--- src/rtl/rv_ctl_pkg.sv ---
package rv_ctl_pkg;

  localparam int OPC_W   = 7;
  localparam int N_KINDS = 9;
  localparam int KIND_W  = $clog2(N_KINDS + 1);

  typedef enum logic [1:0] {
    OP2_RS2  = 2'd0,
    OP2_IIMM = 2'd1,
    OP2_BIMM = 2'd2
  } op2_sel_e;

  typedef enum logic [2:0] {
    WB_ALU    = 3'd0,
    WB_MEM    = 3'd1,
    WB_LINK   = 3'd2,
    WB_UIMM   = 3'd3,
    WB_PCUIMM = 3'd4
  } wb_sel_e;

  typedef enum logic [1:0] {
    ALU_ADD   = 2'd0,
    ALU_CMP   = 2'd1,
    ALU_RFUNC = 2'd2,
    ALU_IFUNC = 2'd3
  } alu_cls_e;

  // Kind index order matches KIND_OPC below; K_BAD is the fallthrough.
  typedef enum logic [KIND_W-1:0] {
    K_REG   = 4'd0,
    K_IMM   = 4'd1,
    K_LOAD  = 4'd2,
    K_STORE = 4'd3,
    K_BR    = 4'd4,
    K_JAL   = 4'd5,
    K_JALR  = 4'd6,
    K_LUI   = 4'd7,
    K_AUIPC = 4'd8,
    K_BAD   = 4'd9
  } kind_e;

  localparam logic [OPC_W-1:0] KIND_OPC [N_KINDS] = '{
    7'b0110011, 7'b0010011, 7'b0000011, 7'b0100011, 7'b1100011,
    7'b1101111, 7'b1100111, 7'b0110111, 7'b0010111
  };

  typedef struct packed {
    logic     reg_wr;
    logic     mem_rd;
    logic     mem_wr;
    op2_sel_e op2_sel;
    wb_sel_e  wb_sel;
    logic     is_branch;
    logic     is_jal;
    logic     is_jalr;
    alu_cls_e alu_class;
    logic     illegal;
  } ctl_t;

  localparam ctl_t CTL_IDLE = '{
    reg_wr: 1'b0, mem_rd: 1'b0, mem_wr: 1'b0, op2_sel: OP2_RS2,
    wb_sel: WB_ALU, is_branch: 1'b0, is_jal: 1'b0, is_jalr: 1'b0,
    alu_class: ALU_ADD, illegal: 1'b0
  };

endpackage

--- src/rtl/rvc_opcode_class.sv ---
module rvc_opcode_class
  import rv_ctl_pkg::*;
(
  input  logic [OPC_W-1:0] opcode,
  output kind_e            kind
);

  logic [N_KINDS-1:0] hit;

  // One exact comparator per legal opcode group.
  for (genvar g = 0; g < N_KINDS; g++) begin : g_match
    assign hit[g] = (opcode == KIND_OPC[g]);
  end

  always_comb begin
    kind = K_BAD;
    for (int i = N_KINDS - 1; i >= 0; i--) begin
      if (hit[i]) kind = kind_e'(i[KIND_W-1:0]);
    end
  end

endmodule

--- src/rtl/rvc_ctl_table.sv ---
module rvc_ctl_table
  import rv_ctl_pkg::*;
(
  input  kind_e kind,
  output ctl_t  ctl
);

  always_comb begin
    ctl = CTL_IDLE;
    unique case (kind)
      K_REG: begin
        ctl.reg_wr    = 1'b1;
        ctl.alu_class = ALU_RFUNC;
      end
      K_IMM: begin
        ctl.reg_wr    = 1'b1;
        ctl.op2_sel   = OP2_IIMM;
        ctl.alu_class = ALU_IFUNC;
      end
      K_LOAD: begin
        ctl.reg_wr  = 1'b1;
        ctl.mem_rd  = 1'b1;
        ctl.op2_sel = OP2_IIMM;
        ctl.wb_sel  = WB_MEM;
      end
      K_STORE: begin
        ctl.mem_wr  = 1'b1;
        ctl.op2_sel = OP2_IIMM;
      end
      K_BR: begin
        ctl.is_branch = 1'b1;
        ctl.op2_sel   = OP2_BIMM;
        ctl.alu_class = ALU_CMP;
      end
      K_JAL: begin
        ctl.reg_wr = 1'b1;
        ctl.is_jal = 1'b1;
        ctl.wb_sel = WB_LINK;
      end
      K_JALR: begin
        ctl.reg_wr  = 1'b1;
        ctl.is_jalr = 1'b1;
        ctl.op2_sel = OP2_IIMM;
        ctl.wb_sel  = WB_LINK;
      end
      K_LUI: begin
        ctl.reg_wr = 1'b1;
        ctl.wb_sel = WB_UIMM;
      end
      K_AUIPC: begin
        ctl.reg_wr = 1'b1;
        ctl.wb_sel = WB_PCUIMM;
      end
      default: ctl.illegal = 1'b1;
    endcase
  end

endmodule

--- src/rtl/rv_main_decoder.sv ---
module rv_main_decoder
  import rv_ctl_pkg::*;
(
  input  logic [6:0] opcode,
  output logic       reg_wr,
  output logic       mem_rd,
  output logic       mem_wr,
  output logic [1:0] op2_sel,
  output logic [2:0] wb_sel,
  output logic       is_branch,
  output logic       is_jal,
  output logic       is_jalr,
  output logic [1:0] alu_class,
  output logic       illegal
);

  kind_e kind;
  ctl_t  ctl;

  rvc_opcode_class u_class (
    .opcode (opcode),
    .kind   (kind)
  );

  rvc_ctl_table u_table (
    .kind (kind),
    .ctl  (ctl)
  );

  assign reg_wr    = ctl.reg_wr;
  assign mem_rd    = ctl.mem_rd;
  assign mem_wr    = ctl.mem_wr;
  assign op2_sel   = ctl.op2_sel;
  assign wb_sel    = ctl.wb_sel;
  assign is_branch = ctl.is_branch;
  assign is_jal    = ctl.is_jal;
  assign is_jalr   = ctl.is_jalr;
  assign alu_class = ctl.alu_class;
  assign illegal   = ctl.illegal;

endmodule

--- config.mk ---
export PLATFORM = sky130hd
export DESIGN_NAME = rv_main_decoder
export DESIGN_NICKNAME = d
export VERILOG_FILES = /design/src/rtl/rv_ctl_pkg.sv /design/src/rtl/rvc_opcode_class.sv /design/src/rtl/rvc_ctl_table.sv /design/src/rtl/rv_main_decoder.sv
export SDC_FILE = /design/constraint.sdc
export NUM_CORES = 1
export LEC_CHECK = 0
export BUFFER_PORTS_ARGS = -buffer_cell sky130_fd_sc_hd__buf_2
export CELL_PAD_IN_SITES_DETAIL_PLACEMENT = 1
export CELL_PAD_IN_SITES_GLOBAL_PLACEMENT = 2
export CORE_UTILIZATION = 19
export DETAILED_ROUTE_END_ITERATION = 12
export GPL_TIMING_DRIVEN = 0
export MAX_ROUTING_LAYER = met4
export PLACE_DENSITY_LB_ADDON = 0.25
export SLEW_MARGIN = 10
export SYNTH_ARGS = -nofsm -noshare
export SYNTH_HDL_FRONTEND = slang
export SYNTH_SLANG_ARGS = --single-unit
--- constraint.sdc ---
create_clock -name vclk -period 1.15
set_clock_uncertainty 0.05 [all_clocks]
set_input_delay 0.0575 -clock vclk [all_inputs]
set_output_delay 0.0575 -clock vclk [all_outputs]
set_load 0.02 [all_outputs]
After elaboration in Yosys (flattened, before gate mapping)
Cells that the tools add are included.
W data, S select, Z words.
{ "word_totals": {"register_bits": 0, "in_bits": 7} }
{ "op_classes": {"n_mux": 19, "n_eq_ne": 17, "reduce_logical": 5} }
{ "ops": {"columns": ["op", "n"], "rows": [
  ["$mux W4", 8],
  ["$eq A7 B6 Y1 const B", 3],
  ["$eq A7 B7 Y1 const B", 3],
  ["$eq A4 B3 Y1 const B", 4],
  ["$eq A7 B5 Y1 const B", 2],
  ["$pmux W3 S4", 1],
  ["$reduce_or A9 Y1", 1],
  ["$eq A4 B2 Y1 const B", 2],
  ["$mux W1", 8],
  ["$eq A7 B2 Y1 const B", 1],
  ["$reduce_or A7 Y1", 1],
  ["$pmux W2 S3", 1],
  ["$eq A4 B1 Y1 const B", 1],
  ["$eq A4 B4 Y1 const B", 1],
  ["$logic_not A4 Y1", 1],
  ["$pmux W2 S2", 1],
  ["$reduce_or A4 Y1", 1],
  ["$reduce_or A2 Y1", 1]
]} }

Logic depth before layout (Yosys ltp)
Gate-level depths: netlist of the first run.
{ "logic_depth": {"depth_word": 13, "mapped_depth": 4, "mapped_depth_nobuf": 3} }

By module
A second synthesis of the first run with hierarchy kept.
{ "hier_totals": {"cells_unflattened": 50, "area_unflattened_um2": 320.3} }
{ "modules_own_cells": {"columns": ["module", "cells_each", "seq_area_each_um2", "n_inst", "area_per_inst_um2"], "rows": [
  ["rvc_opcode_class", 24, 0.0, 1, 162.7],
  ["rvc_ctl_table", 26, 0.0, 1, 157.7]
]} }

Least setup slack after synthesis of the first run
OpenSTA, ideal clock, no wires.
{ "synth_path": {"path_kind": "input port to output port", "startpoint": "in opcode[3]", "endpoint": "out mem_rd", "path_slack_ps": 0, "cell_stages": 3, "arrival_time_ps": 1043, "n_path_buf": 0, "path_cell_list": "nand3b_4 or3_4 nor3_1"} }
{ "synth_via": {"elab_chain_cells": 12, "word_cells_on_any_way": 20} }
{ "synth_lines": {"columns": ["element", "line_no", "text"], "rows": [
  ["start, declared", "rv_main_decoder.sv:4", "input logic [6:0] opcode,"],
  ["$eq A7 B5 Y1", "rvc_opcode_class.sv:12", "assign hit[g] = (opcode == KIND_OPC[g]);"],
  ["$mux W1", "rvc_opcode_class.sv:18", "if (hit[i]) kind = kind_e'(i[KIND_W-1:0]);"],
  ["$mux W4 (7 in series)", "rvc_opcode_class.sv:18", null],
  ["$mux W4 *", "rvc_opcode_class.sv:18", null],
  ["$eq A4 B2 Y1 *", "rvc_ctl_table.sv:10", "unique case (kind)"],
  ["$mux W1 *", "rvc_ctl_table.sv:10", null],
  ["end, declared", "rv_main_decoder.sv:6", "output logic mem_rd,"]
]} }
Every way passes the cells marked *; elsewhere a longest branch is shown, timed or not.

Final worst setup path of the first run
{ "layout_path": {"startpoint": "in opcode[3]", "endpoint": "out mem_wr"} }
{ "layout_via": {"elab_chain_cells": 12, "word_cells_on_any_way": 20} }
{ "layout_lines": {"columns": ["element", "line_no", "text"], "rows": [
  ["$eq A7 B5 Y1", "rvc_opcode_class.sv:12", null],
  ["$mux W1", "rvc_opcode_class.sv:18", null],
  ["$mux W4 (7 in series)", "rvc_opcode_class.sv:18", null],
  ["$mux W4 *", "rvc_opcode_class.sv:18", null],
  ["$eq A4 B2 Y1 *", "rvc_ctl_table.sv:10", null],
  ["$mux W1 *", "rvc_ctl_table.sv:10", null],
  ["end, declared", "rv_main_decoder.sv:7", "output logic mem_wr,"]
]} }
Marks and branches as above.

==> metrics.txt, run 1 <==
Routed Antenna Nets=0; Initial Utilization=21.62%; Fmax=878.8 MHz; detailed placer's ending HPWL=613.9 um; IR drop worst, VDD=0.00007259 V; CP Class=in -> out; die height=38.74 um; crit path buf inv count=2; Synth warnings=0; Residual DRC=0; pwr dens=256.0 nW/um2; core area=1186 um2; commonest non-fill, non-tap cells in the layout=buf_2 (17), nor2_1 (4), nand2_1 (4), buf_4 (4); IO Pins=21; cell area after synthesis=256.5 um2; Filler cells=161; relative slew slack=83.91%; wirelength, routed=809 um; Final Max Tran Viols=0; fin area=421.7 um2; Netlist cell types=23; cell taking the most area after synthesis=nand3b_4; top cells by area, synth=nand3b_4 (7.8%), nor3_1 (7.8%), nor2_1 (7.3%); first-pass GRT wire length=1.186 mm; CP arrival=1.03 ns; Worst-Margin Slew=0.2409 ns; hold path endpoint=mem_rd; Leakage=0.2115 nW; port bufs=19; layout overhead on the synthesized area=64.39%; WHS Path Cells=3; layout cells sized above 1=59.32%; fin worst setup slack=0.01205 ns; TNS Setup=0 ns; Synth Instances=38; Worst path max stage delay=0.39 ns; first-pass detailed-route iteration total=2; Max FO, Critical Path=4; Tot GR Track Use=10.67%; Seq Cell Count=0; per-cell routed wire length=11.08 um; RSZ-0062 raised after global routing=true; largest net degree at the start of global routing=11; Clock Buffer Count=0; Place WS=-0.06364 ns; antenna violations before repair=0; Worst Hold Launch=opcode[4]; site row count=12; die width=38.74 um; final setup fails=0; detail-routed via count per cell=4.575; CP Data Required Time=1.04 ns; number of global-route vias before repair=265; register area share after synthesis=0%; worst min-delay path class=in -> out; min Tclk post-route=1.138 ns; Post-Syn Nets=45; max cap viols=0; Synth Area per Inst=6.750 um2; FF+latch area=0 um2; ant diodes=0; final hold violation count=0; status=completed; Final nets=68; Vias=334; CP endpoint kind=primary output; fin crit share=98.95%; critical path's slowest cell=or3_4; worst path cell trace=buf_8, nand3b_4, or3_4, nor3b_2, buf_4; delay-heaviest family, CP=simple AND/OR/NAND/NOR gates; Hold Buf Count CTS=0; Startpoint Class=primary input; routability cong.=0.6516; 1st-iter DRT viols=5; total grt overflow=0; commonest non-fill, non-tap cell in the layout=buf_2; top cell type's share of synthesized area=7.805%; placed inst area=374.1 um2; Die ar.=1501 um2
==> how the worst max path moves through the flow <==
| stage | from | to | slack (ns) | cells after the start |
|---|---|---|---|---|
| detailed placement | opcode[3] | mem_wr | -0.06 | 5 |
| global route | opcode[3] | mem_wr | -0.03 | 5 |
| finish | opcode[3] | mem_wr | 0.01 | 5 |
| global placement | opcode[2] | wb_sel[0] | -0.07 | 6 |
| CTS | opcode[4] | op2_sel[0] | 0.007 | 5 |
| floorplan | opcode[4] | op2_sel[0] | -0.0002 | 4 |
==> cell usage after synthesis <==
cell type / number
nand2_1: 4
nor3b_2: 1
a21o_1: 1
a21oi_1: 1
inv_1: 1
nand3_1: 2
or3_4: 1
mux2i_1: 1
a31oi_1: 1
a211oi_2: 1
or3_1: 3
nand3b_4: 1
buf_2: 2
or2_4: 1
inv_2: 1
o21ai_0: 2
nor4_1: 1
a21o_2: 1
a2111oi_2: 1
nor2_1: 5
buf_6: 1
nor3_1: 4
nand3b_2: 1
==> through the flow <==
stage / hold slack [ns] / utilization (%) / std cells / power (W)
after floorplan: 0.1167 / - / 38 / 0.00006014
after global placement: 0.3791 / 31.54 / 71 / 0.00009299
after detailed placement: 0.3770 / 31.54 / 71 / 0.00009357
after CTS: 0.3759 / 33.12 / 72 / 0.00009947
after global routing: 0.3936 / 35.55 / 73 / 0.0001178
final: 0.3759 / 35.55 / 73 / 0.0001079
==> kinds of logic after synthesis <==
family	share of synthesized area (%)
compound gates	25.36
simple gates	59.51
buf+inv	11.22
mux	3.903
==> cell type report <==
cell class	instances	area (um2)	area share, %
Inverter	2	7.507	1.780
Multi-Input combinational cell	33	244.0	57.86
Tap cell	14	17.52	4.154
Buffer	3	27.53	6.528
Timing Repair Buffer	21	125.1	29.67
==> what timing repair did <==
action | 4_1_cts | 5_1_grt
pin swaps | 1 | 3
hold endpoints to repair | 0 | 0
gates resized for setup | 4 | 6
buffers inserted | 1 | 1
endpoints found under the setup margin | 2 | 5
==> worst min-delay path, stage by stage <==
cell and delay [ns]:
buf_6 0.12, nor3_2 0.05, buf_2 0.14
==> metal layers <==
metal	GRT usage (%)	vias to the layer above	wire length [um]	part of all wire, %
li1	-	180	-	-
met1	16.55	141	411	51
met2	15.83	13	335	41
met3	0.5780	0	62	7.7
met4	0	0	0	0
met5	-	-	0	0
==> report_power, final <==
| group | total [W] | switching [W] | internal [W] |
|---|---|---|---|
| registers | 0 | 0 | 0 |
| clock network | 0 | 0 | 0 |
| logic | 0.000108 | 0.0000612 | 0.0000468 |
| total | 0.000108 | 0.0000612 | 0.0000468 |
No activity file was read; power rests on OpenSTA's default activity.
==> run 2, diff against run 1 <==
--- a/config.mk
+++ b/config.mk
@@ -5,10 +5,11 @@
 export SDC_FILE = /design/constraint.sdc
 export NUM_CORES = 1
 export LEC_CHECK = 0
+export ABC_AREA = 1
 export BUFFER_PORTS_ARGS = -buffer_cell sky130_fd_sc_hd__buf_2
 export CELL_PAD_IN_SITES_DETAIL_PLACEMENT = 1
 export CELL_PAD_IN_SITES_GLOBAL_PLACEMENT = 2
-export CORE_UTILIZATION = 19
+export CORE_UTILIZATION = 17
 export DETAILED_ROUTE_END_ITERATION = 12
 export GPL_TIMING_DRIVEN = 0
 export MAX_ROUTING_LAYER = met4
==> run 2 against run 1 <==
Critical path depth is 5 higher. Critical endpoint is now illegal. Critical path type unchanged. Via count is 9.6% higher. Fmax is 10% higher.
==> metrics.txt, run 2 <==
top cells by area, synth=nand2_1 (16%), nor2_1 (16%), inv_1 (13%); Worst Hold Launch=opcode[4]; core area=1366 um2 (+15%); die height=41.22 um (+6.4%); Final nets=86 (+26%); site row count=13 (+1); IO Pins=21 (unchanged); Die ar.=1699 um2 (+13%); Clock Buffer Count=0 (unchanged); Netlist cell types=13 (-43%); commonest non-fill, non-tap cell in the layout=buf_2; per-cell routed wire length=8.000 um (-28%); largest net degree at the start of global routing=7 (-4); Synth Area in XOR/XNOR=0% (unchanged); routability cong.=0.7374 (+13%); detail-routed via count per cell=3.978 (-13%); Synth Instances=56 (+47%); first-pass detailed-route iteration total=2 (unchanged); first-pass GRT wire length=1.193 mm (+0.59%); top cell type's share of synthesized area=15.79% (+8.0 points); Setup Buffers After CTS=0 (-1); commonest non-fill, non-tap cells in the layout=buf_2 (21), nor2_1 (11), nand2_1 (10), inv_1 (9); max cap viols=0 (unchanged); CP Class=in -> out; multiplexer area fraction after synthesis=0% (-3.9 points); wirelength, routed=736 um (-9.0%); Residual DRC=0 (unchanged); ant diodes=0 (unchanged); antenna violations before repair=0 (unchanged); CP arrival=0.93 ns (-0.10 ns); status=completed; worst min-delay path class=in -> out; fin crit share=89.84% (-9.1 points); Fmax=967.9 MHz (+10%); Post-Syn Nets=63 (+40%); Power Total=0.00008154 W (-24%); Synth Area in Compound Gates=5.263% (-20 points); final setup fails=0 (unchanged); die width=41.22 um (+6.4%); Synth warnings=0 (unchanged); post-cts resize count=0 (-4); min Tclk post-route=1.033 ns (-0.1048 ns); Initial Utilization=19.14% (-2.5 points); Hold Buf Count CTS=0 (unchanged); Worst-Margin Slew=0.1606 ns (-0.08029 ns); Tot GR Track Use=10.34% (-0.33 points); layout cells sized above 1=54.55% (-4.8 points); Synth Area per Inst=4.670 um2 (-31%); final hold violation count=0 (unchanged); Final Max Tran Viols=0 (unchanged); cell area after synthesis=261.5 um2 (+2.0%); WHS Path Cells=3 (unchanged); layout overhead on the synthesized area=55.98%; cell taking the most area after synthesis=nand2_1; IR drop worst, VDD=0.00006477 V (-11%); CP endpoint kind=primary output; hold path endpoint=mem_wr; most frequent cells after synthesis=nand2_1 (11), nor2_1 (11), inv_1 (9); Simple-Gate Fraction of Synth Area=73.21% (+14 points); fraction of the mapped netlist area in adder cells=0% (unchanged); Leakage=0.2897 nW (+37%); Routed Antenna Nets=0 (unchanged); port bufs=21 (+2); 1st-iter DRT viols=3 (-2); Max FO, Critical Path=6 (+2); Seq Cell Count=0 (unchanged); register area share after synthesis=0% (unchanged); largest family of logic cells by synthesized area=simple AND/OR/NAND/NOR gates; number of global-route vias before repair=298 (+12%); Vias=366 (+9.6%); Startpoint Class=primary input; detailed placer's ending HPWL=675.7 um (+10%); relative slew slack=89.28% (+5.4 points); pwr dens=199.9 nW/um2 (-22%); FF+latch area=0 um2 (unchanged); CP Data Required Time=1.04 ns (about the same); total grt overflow=0 (unchanged); post-route core utilization=29.85% (-5.7 points)
## run 2: cell types whose count changed after synthesis, moves of 3 or more
cell     previous run  this run
nand2_2             0         5
inv_1               1         9
nor2_1              5        11
or3_1               3         0
nor2_2              0         3
inv_2               1         6
nand2_1             4        11
## run 2: final cells by class
class | instances | area (um2)
Fill cell | 204 | 958.4
Inverter | 15 | 56.30
Multi-Input combinational cell | 41 | 227.7
Tap cell | 15 | 18.77
Timing Repair Buffer | 21 | 105.1
## run 2: cells by family after synthesis
family / count (synthesis)
AO/OA/AOI/OAI: 2
buffers and inverters: 15
AND/OR/NAND/NOR: 39
## run 2: stage by stage
step           cell area (um2)  setup WS [ns]  instances  hold WS, ns   TNS (ns)
2_1_floorplan            261.5         0.1311         56       0.1537          0
3_3_place_gp             385.4        0.08534         92       0.4212          0
3_5_place_dp             385.4        0.08456         92       0.4210          0
4_1_cts                  385.4        0.08262         92       0.4218          0
5_1_grt                  407.9      -0.003677         92       0.4717  -0.003677
6_report                 407.9         0.1168         92       0.4381          0
## run 2: metal layers
layer | GRT usage, % | routed length, um | vias to the layer above
met4 | 0 | 0 | 0
met3 | 0 | 53 | 0
met1 | 14.24 | 359 | 148
met2 | 17.97 | 323 | 12
li1 | - | - | 206
met5 | - | 0 | -
## run 2: worst max path at each step
stage	startpoint	to	slack [ns]	cells past startpoint
after global placement	opcode[1]	illegal	0.09	9
after CTS	opcode[1]	illegal	0.08	9
after global routing	opcode[4]	illegal	-0.004	10
final	opcode[4]	illegal	0.12	10
after floorplan	opcode[1]	reg_wr	0.13	6
after detailed placement	opcode[1]	illegal	0.08	9
## run 2: power by group
group	total, W	switching, W	internal, W
logic	0.0000815	0.0000541	0.0000274
registers	0	0	0
clock network	0	0	0
## run 2: critical path: stages
cell and delay (ns):
buf_2 0.15, inv_2 0.06, nand3_2 0.06, inv_2 0.05, nand2_2 0.09, nand2_2 0.07
nor2_1 0.09, nand2_1 0.07, nor2_2 0.06, buf_2 0.16
